[config.mk]
export PLATFORM = sky130hd
export DESIGN_NAME = phy_acc_ctrl
export DESIGN_NICKNAME = d
export VERILOG_FILES = /design/src/rtl/phyacc_pkg.sv /design/src/rtl/phyacc_req_ctl.sv /design/src/rtl/phyacc_resp_cap.sv /design/src/rtl/phy_acc_ctrl.sv
export SDC_FILE = /design/constraint.sdc
export NUM_CORES = 1
export LEC_CHECK = 0
export BUFFER_PORTS_ARGS = -buffer_cell sky130_fd_sc_hd__buf_4
export CAP_MARGIN = 0
export CORE_UTILIZATION = 35
export CTS_CLUSTER_DIAMETER = 120
export CTS_CLUSTER_SIZE = 28
export DETAILED_ROUTE_END_ITERATION = 12
export GPL_TIMING_DRIVEN = 1
export PLACE_DENSITY = 0.79
export SYNTH_ARGS = -nofsm -noshare
export SYNTH_HDL_FRONTEND = slang
export SYNTH_SLANG_ARGS = --single-unit
export TNS_END_PERCENT = 1
[constraint.sdc]
create_clock -name clk -period 1.95 [get_ports clk]
set_input_delay 0.0975 -clock clk [delete_from_list [all_inputs] [get_ports clk]]
set_output_delay 0.0975 -clock clk [all_outputs]
set_load 0.02 [all_outputs]
[src/rtl/phyacc_pkg.sv]
package phyacc_pkg;
  localparam int unsigned WORD_W    = 32;
  localparam int unsigned REG_AW    = 4;
  localparam int unsigned REG_DW    = 8;
  localparam int unsigned NUM_REQ   = 2;
  localparam int unsigned REQ_RD    = 0;
  localparam int unsigned REQ_WR    = 1;
  localparam int unsigned RD_BIT    = WORD_W - 1;
  localparam int unsigned WR_BIT    = WORD_W - 2;
  localparam int unsigned ADDR_LSB  = WORD_W - 4 - REG_AW;
  localparam int unsigned WDAT_LSB  = ADDR_LSB - REG_DW;
  localparam int unsigned CDAT_LSB  = 0;
  localparam int unsigned CADDR_LSB = CDAT_LSB + REG_DW;

  function automatic logic [REG_AW-1:0] fld_addr(input logic [WORD_W-1:0] w);
    return w[ADDR_LSB +: REG_AW];
  endfunction

  function automatic logic [REG_DW-1:0] fld_wdata(input logic [WORD_W-1:0] w);
    return w[WDAT_LSB +: REG_DW];
  endfunction

  function automatic logic [REG_AW-1:0] fld_caddr(input logic [WORD_W-1:0] w);
    return w[CADDR_LSB +: REG_AW];
  endfunction

  function automatic logic [REG_DW-1:0] fld_cdata(input logic [WORD_W-1:0] w);
    return w[CDAT_LSB +: REG_DW];
  endfunction

  function automatic logic [NUM_REQ-1:0] fld_flags(input logic [WORD_W-1:0] w);
    logic [NUM_REQ-1:0] f;
    f[REQ_RD] = w[RD_BIT];
    f[REQ_WR] = w[WR_BIT];
    return f;
  endfunction

  function automatic logic [WORD_W-1:0] pack_word(
    input logic [NUM_REQ-1:0] flags,
    input logic [REG_AW-1:0]  addr,
    input logic [REG_DW-1:0]  wdat,
    input logic [REG_AW-1:0]  caddr,
    input logic [REG_DW-1:0]  cdat
  );
    logic [WORD_W-1:0] w;
    w = '0;
    w[RD_BIT] = flags[REQ_RD];
    w[WR_BIT] = flags[REQ_WR];
    w[ADDR_LSB  +: REG_AW] = addr;
    w[WDAT_LSB  +: REG_DW] = wdat;
    w[CADDR_LSB +: REG_AW] = caddr;
    w[CDAT_LSB  +: REG_DW] = cdat;
    return w;
  endfunction
endpackage

[src/rtl/phyacc_req_ctl.sv]
module phyacc_req_ctl
  import phyacc_pkg::*;
(
  input  logic               clk,
  input  logic               rst_n,
  input  logic               sw_rst,
  input  logic [NUM_REQ-1:0] set_req,
  input  logic               req_sent,
  output logic [NUM_REQ-1:0] flags,
  output logic [NUM_REQ-1:0] serve,
  output logic               req_valid,
  output logic               req_is_write
);
  // serve: one-hot choice of the access offered now, read before write
  assign serve[REQ_RD] = flags[REQ_RD];
  assign serve[REQ_WR] = flags[REQ_WR] & ~flags[REQ_RD];
  assign req_valid     = |flags;
  assign req_is_write  = serve[REQ_WR];

  logic [NUM_REQ-1:0] done_ev;
  assign done_ev = serve & {NUM_REQ{req_sent}};

  for (genvar g = 0; g < NUM_REQ; g++) begin : g_flag
    always_ff @(posedge clk or negedge rst_n) begin
      if (!rst_n)      flags[g] <= 1'b0;
      else if (sw_rst) flags[g] <= 1'b0;
      else             flags[g] <= set_req[g] | (flags[g] & ~done_ev[g]);
    end

    // a pending flag survives every cycle without req_sent
    a_r5_hold_until_sent: assert property (@(posedge clk) disable iff (!rst_n)
      (flags[g] && !req_sent && !sw_rst) |=> flags[g]);
    // the served flag drops after req_sent unless re-armed
    a_r6_served_clears: assert property (@(posedge clk) disable iff (!rst_n)
      (serve[g] && req_sent && !set_req[g] && !sw_rst) |=> !flags[g]);
    // re-arm in the delivery cycle wins
    a_r8_rearm_kept: assert property (@(posedge clk) disable iff (!rst_n)
      (serve[g] && req_sent && set_req[g] && !sw_rst) |=> flags[g]);
  end

  // after the read goes out, a waiting write becomes the offered access
  a_r7_write_follows_read: assert property (@(posedge clk) disable iff (!rst_n)
    (serve[REQ_RD] && flags[REQ_WR] && req_sent && !set_req[REQ_RD] && !sw_rst)
      |=> (req_valid && req_is_write));
  // req_sent with nothing pending leaves the flags alone
  a_r6_idle_sent: assert property (@(posedge clk) disable iff (!rst_n)
    (!req_valid && req_sent && set_req == '0 && !sw_rst) |=> !req_valid);
endmodule

[src/rtl/phyacc_resp_cap.sv]
module phyacc_resp_cap
  import phyacc_pkg::*;
(
  input  logic              clk,
  input  logic              rst_n,
  input  logic              sw_rst,
  input  logic              resp_valid,
  input  logic [REG_AW-1:0] resp_addr,
  input  logic [REG_DW-1:0] resp_data,
  input  logic              diag_load,
  input  logic [REG_AW-1:0] host_caddr,
  input  logic [REG_DW-1:0] host_cdata,
  output logic [REG_AW-1:0] cap_addr,
  output logic [REG_DW-1:0] cap_data
);
  always_ff @(posedge clk or negedge rst_n) begin
    if (!rst_n) begin
      cap_addr <= '0;
      cap_data <= '0;
    end else if (sw_rst) begin
      cap_addr <= '0;
      cap_data <= '0;
    end else if (resp_valid) begin
      cap_addr <= resp_addr;
      cap_data <= resp_data;
    end else if (diag_load) begin
      cap_addr <= host_caddr;
      cap_data <= host_cdata;
    end
  end

  // a PHY response always lands, even against a diagnostic write
  a_r9_resp_loads: assert property (@(posedge clk) disable iff (!rst_n)
    (resp_valid && !sw_rst) |=> (cap_addr == $past(resp_addr) && cap_data == $past(resp_data)));
  // without a response or diagnostic load the fields hold
  a_r10_fields_hold: assert property (@(posedge clk) disable iff (!rst_n)
    (!resp_valid && !diag_load && !sw_rst) |=> ($stable(cap_addr) && $stable(cap_data)));
  // diagnostic load alone copies host data
  a_r10_diag_loads: assert property (@(posedge clk) disable iff (!rst_n)
    (!resp_valid && diag_load && !sw_rst) |=> (cap_addr == $past(host_caddr) && cap_data == $past(host_cdata)));
endmodule

[src/rtl/phy_acc_ctrl.sv]
module phy_acc_ctrl
  import phyacc_pkg::*;
(
  input  logic              clk,
  input  logic              rst_n,
  input  logic              sw_rst,
  input  logic              host_wr_en,
  input  logic [WORD_W-1:0] host_wdata,
  output logic [WORD_W-1:0] host_rdata,
  input  logic              diag_wr_en,
  output logic              req_valid,
  output logic              req_is_write,
  output logic [REG_AW-1:0] req_addr,
  output logic [REG_DW-1:0] req_wdata,
  input  logic              req_sent,
  input  logic              resp_valid,
  input  logic [REG_AW-1:0] resp_addr,
  input  logic [REG_DW-1:0] resp_data
);
  logic [REG_AW-1:0]  addr_q;
  logic [REG_DW-1:0]  wdat_q;
  logic [REG_AW-1:0]  cap_addr;
  logic [REG_DW-1:0]  cap_data;
  logic [NUM_REQ-1:0] flags;
  logic [NUM_REQ-1:0] serve;
  logic [NUM_REQ-1:0] set_req;
  logic               diag_load;

  // named events for the checks below
  assign set_req   = host_wr_en ? fld_flags(host_wdata) : '0;
  assign diag_load = host_wr_en & diag_wr_en;

  always_ff @(posedge clk or negedge rst_n) begin
    if (!rst_n) begin
      addr_q <= '0;
      wdat_q <= '0;
    end else if (sw_rst) begin
      addr_q <= '0;
      wdat_q <= '0;
    end else if (host_wr_en) begin
      addr_q <= fld_addr(host_wdata);
      wdat_q <= fld_wdata(host_wdata);
    end
  end

  phyacc_req_ctl u_req (
    .clk          (clk),
    .rst_n        (rst_n),
    .sw_rst       (sw_rst),
    .set_req      (set_req),
    .req_sent     (req_sent),
    .flags        (flags),
    .serve        (serve),
    .req_valid    (req_valid),
    .req_is_write (req_is_write)
  );

  phyacc_resp_cap u_cap (
    .clk        (clk),
    .rst_n      (rst_n),
    .sw_rst     (sw_rst),
    .resp_valid (resp_valid),
    .resp_addr  (resp_addr),
    .resp_data  (resp_data),
    .diag_load  (diag_load),
    .host_caddr (fld_caddr(host_wdata)),
    .host_cdata (fld_cdata(host_wdata)),
    .cap_addr   (cap_addr),
    .cap_data   (cap_data)
  );

  assign req_addr   = addr_q;
  assign req_wdata  = wdat_q;
  assign host_rdata = pack_word(flags, addr_q, wdat_q, cap_addr, cap_data);

  // software reset empties the word
  a_r1_sw_reset_clears: assert property (@(posedge clk) disable iff (!rst_n)
    sw_rst |=> (host_rdata == '0 && !req_valid));
  // spare bits never carry a value
  a_r3_spare_zero: assert property (@(posedge clk) disable iff (!rst_n)
    (host_rdata[29:28] == 2'b00 && host_rdata[15:12] == 4'h0));
  // a host write shows up in the target fields next cycle
  a_r2_fields_written: assert property (@(posedge clk) disable iff (!rst_n)
    (host_wr_en && !sw_rst) |=> (req_addr == $past(host_wdata[27:24]) && req_wdata == $past(host_wdata[23:16])));
  // writing a 0 flag bit never drops a pending request
  a_r4_zero_keeps: assert property (@(posedge clk) disable iff (!rst_n)
    (host_wr_en && !host_wdata[31] && host_rdata[31] && !req_sent && !sw_rst) |=> host_rdata[31]);
endmodule

=== Word level (Yosys, flattened, before mapping) ===
Index checks and enable logic that the tools add are counted.

* Bits of input ports: 51
* Memories: 0
* RAM bits: 0
* Output and inout port bits: 46
* Memory bits (read-only): 0
* Bits in latches: 0
* Logic and storage cells: 32
* Flip-flop bits (word level): 26

* Multiplexer cells: 13
* Add/subtract/negate cells: 0
* Bitwise logic cells: 10
* Order comparisons: 0
* Divide/modulo/power cells: 0
* Multiply operators: 0
* Equality and inequality tests: 0
* Shifts and indexed selects: 0
* Reductions and logical operators: 3

{| class="wikitable"
|+ Operators with widths
! kind !! number
|-
| $mux 8 || 5
|-
| $mux 4 || 5
|-
| $and 1x1->1 || 4
|-
| $not 1->1 || 3
|-
| $reduce_bool 3->1 || 1
|-
| $and 2x2->2 || 1
|-
| $mux 1 || 2
|-
| $mux 2 || 1
|-
| $or 1x1->1 || 2
|-
| $reduce_bool 2->1 || 1
|-
| $reduce_or 2->1 || 1
|}

=== Longest topological paths before layout ===
* Word-level depth: 7
* Mapped depth: 5

=== By module ===
A second synthesis with hierarchy kept.

* Cells, all modules: 126
* Area total of the unflattened synthesis: 1446.4 µm²

{| class="wikitable"
|+ By module, submodules not included
! module !! area each (µm²) !! cells each !! seq. area each (µm²) !! instances
|-
| phyacc_resp_cap || 663.1 || 53 || 300.3 || 1
|-
| phy_acc_ctrl || 661.9 || 61 || 300.3 || 1
|-
| phyacc_req_ctl || 121.4 || 12 || 50.0 || 1
|}

=== Least setup slack after synthesis ===
No wires, ideal clock.

* Path kind: flip-flop to output port
* From: reg u_req.flags[1]
* To: out req_is_write
* Path buffers: 0
* Required time: 1852 ps
* Data arrival time: 820 ps
* Stages on the path, launching flop included: 2
* Setup slack: 1032 ps
* Cell sequence: dfrtp_1 > nor2b_1

* Longest elaborated chain between the ends: 1

{| class="wikitable"
|+ Ends and longest elaborated chain
! item !! line !! source
|-
| from (decl) || phyacc_req_ctl.sv:9 || <nowiki>output logic [NUM_REQ-1:0] flags,</nowiki>
|-
| from (signal, indexed assignment) || phyacc_req_ctl.sv:27 || <nowiki>else flags[g] <= set_req[g] | (flags[g] & ~done_ev[g]);</nowiki>
|-
| $and 1x1->1 || phyacc_req_ctl.sv:16 || <nowiki>assign serve[REQ_WR] = flags[REQ_WR] & ~flags[REQ_RD];</nowiki>
|-
| to (decl) || phy_acc_ctrl.sv:12 || <nowiki>output logic req_is_write,</nowiki>
|}

No other way between the ends.

=== Final worst setup path ===
* From: reg u_req.flags[1]
* To: out req_valid

* Longest elaborated chain between the ends: 1

{| class="wikitable"
|+ Ends and longest elaborated chain
! item !! line !! source
|-
| $reduce_or 2->1 || phyacc_req_ctl.sv:17 || <nowiki>assign req_valid = |flags;</nowiki>
|-
| to (decl) || phy_acc_ctrl.sv:11 || <nowiki>output logic req_valid,</nowiki>
|}

No other way between the ends.

==> results.ini <==
[run_status]
outcome=completed

[die]
io_pins=97
rows=22
die_area_sq_um=4110
die_w_microns=64.1
core_sq_um=3690
initial_core_util=0.366
die_y_microns=64.1

[place]
io_buffers=84
place_inst=234
dpl.hpwl_microns=2060
placed_area_sq_um=1850
gp_congestion=0.712
post-place-ws_ns=0.861

[cells_and_area]
diodes=0
fillers=366
final_cell_area_sq_um=1920
area.growth.synth_to_final_pct=42.1
layout.nets=243
utilization=0.520
drive_gt1_frac=0.476
final-seq-area_sq_um=651
multi_input_area_sq_um=500
final_cells=239

[clocking]
path_clk_slew_ns=0.09
holdBufCountCts=1
clock_latency_ns=0.26
cts-htree-levels=1
postCtsSetupBuffers=0
cts_repair_resize_count=0
cts_sinks=26
cts_tree=done
cts_buffer_depth=2
clockRootBuffer=clkbuf_8
cts_buffers=3

[setup_path]
critical_path_peak_fanout=4
crit_path_end_kind=primary output
rr_startpoint=u_req.flags[0]
r2r_slack_ns=1.14
setup.worst_path.class=reg -> out
cp-start-kind=flip-flop
crit_arrival_ns=1.11
crit_path_start=u_req.flags[1]
cp.required_ns=1.85

[synth]
synth_commonest_cells=dfrtp_1 (26), mux2i_1 (24), buf_4 (19)
yosysWarnings=0
synth_edf_count=0
synth.largest_area_cell=dfrtp_1
ys_seq_area_frac=0.482
synth.distinct_cells=17
netlist_area_sq_um=1350
synthFlopType=dfrtp_1
avgSynthCellArea_sq_um=11.0
ys_top_cells_by_area=dfrtp_1 (48%), mux2i_1 (18%), buf_4 (11%)
netlist_instances=123
ys_ff_latch=26
synth_top_area_frac=0.482
ys_async_sr_fraction=1.00
yosysMostFrequentCell=dfrtp_1

[power]
finalPower_mw=1.27
p_seq_frac=0.471
p_leak_nw=1.04
p_comb_frac=0.266
p_int_mw=0.920
power.density_nw_per_um2=664
ir_drop_mv=0.317
power_switching_mw=0.355
sw_frac_of_total=0.278
clkPwrFrac=0.263

[sta]
finalCritPeriodShare=0.619
rsz0062_at_grt=false
timing.hold.ws_ns=0.0800
finalSetupViolations=0
finalMaxSlewViolations=0
setup_tns_ns=0
fmax_mhz=828
hold_viol=0
skew_ns=0.00000777
timing.final.ws_setup_ns=0.742
period_minus_slack_ns=1.21

[routing]
wl_per_cell_microns=11.8
drt_iter0_drc=20
ant_nets=0
vias_per_cell=4.55
routed_wl_microns=2820
dr_total_vias=1087
drc=0
firstDrtPassIters=4

[global_routing]
busiest_layer=met2
grt_use_met2=0.250
grt_util_met1=0.173
grtUsageTotal=0.142
grt_overflow=0
grt_max_degree=28
grt_pass1_vias=1036
grt_pass1_wl_microns=4550
antenna_found_initial=0
met3_usage=0.0304

[flow_run]
maxCapViolCount=0

[hold_path]
hp-class=in -> reg
min_from=host_wdata[18]

-- registers in the layout, summed over array words and instances, names as in the netlist --
name,count
req_wdata,8
u_cap.cap_data,8
req_addr,4
u_cap.cap_addr,4
u_req.flags,2
-- final timing paths --
kind,cells after the start,endpoint
worst max-delay path,2,req_valid
worst min-delay path,3,req_wdata[2]
worst max register to register,2,u_req.flags[1]
worst min register to register,2,u_cap.cap_data[1]
max in group asynchronous,2,u_req.flags[1]
min in group asynchronous,2,req_wdata[0]
-- power by group through the flow --
| stage | logic, mW | registers (mW) | clock network [mW] |
|---|---|---|---|
| after floorplan | 0.157 | 0.655 | 0 |
| after global placement | 0.337 | 0.609 | 0 |
| after detailed placement | 0.341 | 0.611 | 0 |
| after CTS | 0.343 | 0.601 | 0.351 |
| after global routing | 0.362 | 0.606 | 0.379 |
| final | 0.339 | 0.600 | 0.335 |
-- routing by layer --
layer / routed length, microns / share of wire / up-vias
met5: 0 / 0 / -
met2: 1410 / 0.50 / 48
met1: 1190 / 0.42 / 508
met3: 204 / 0.072 / 2
li1: - / - / 529
met4: 17 / 0.0060 / 0
-- cell type report --
cell class,count,share of cell area
Tap cell,48,0.0313
Inverter,1,0.00196
Multi-Input combinational cell,74,0.261
Clock buffer,4,0.0287
Sequential cell,26,0.339
Timing Repair Buffer,86,0.338
-- cells in the final DEF (no fill, tap or decap) --
cell | Yosys | routed
nand2_1 | 13 | 13
conb_1 | 1 | 6
clkbuf_8 | 0 | 4
mux2i_1 | 24 | 24
inv_1 | 1 | 1
a21oi_1 | 1 | 1
dlygate4sd3_1 | 0 | 1
a22oi_1 | 1 | 1
nor2b_1 | 1 | 1
or2_2 | 1 | 1
nor2_1 | 13 | 13
a211oi_4 | 1 | 1
buf_4 | 19 | 85
o31ai_1 | 12 | 12
o21ai_0 | 1 | 1
dfrtp_1 | 26 | 26
-- logic make-up after synthesis --
kind of cell,Yosys count,synth area share
compound gates,16,0.0945
buf+inv,28,0.161
flops,26,0.482
mux,24,0.178
other cells,1,0.00278
simple gates,28,0.0816
-- worst max-delay path: stages (launching register included) --
cell and delay [ns]:
dfrtp_1 0.40, or2_2 0.29, buf_4 0.16
Note: power is estimated with default switching activity, not from simulation.
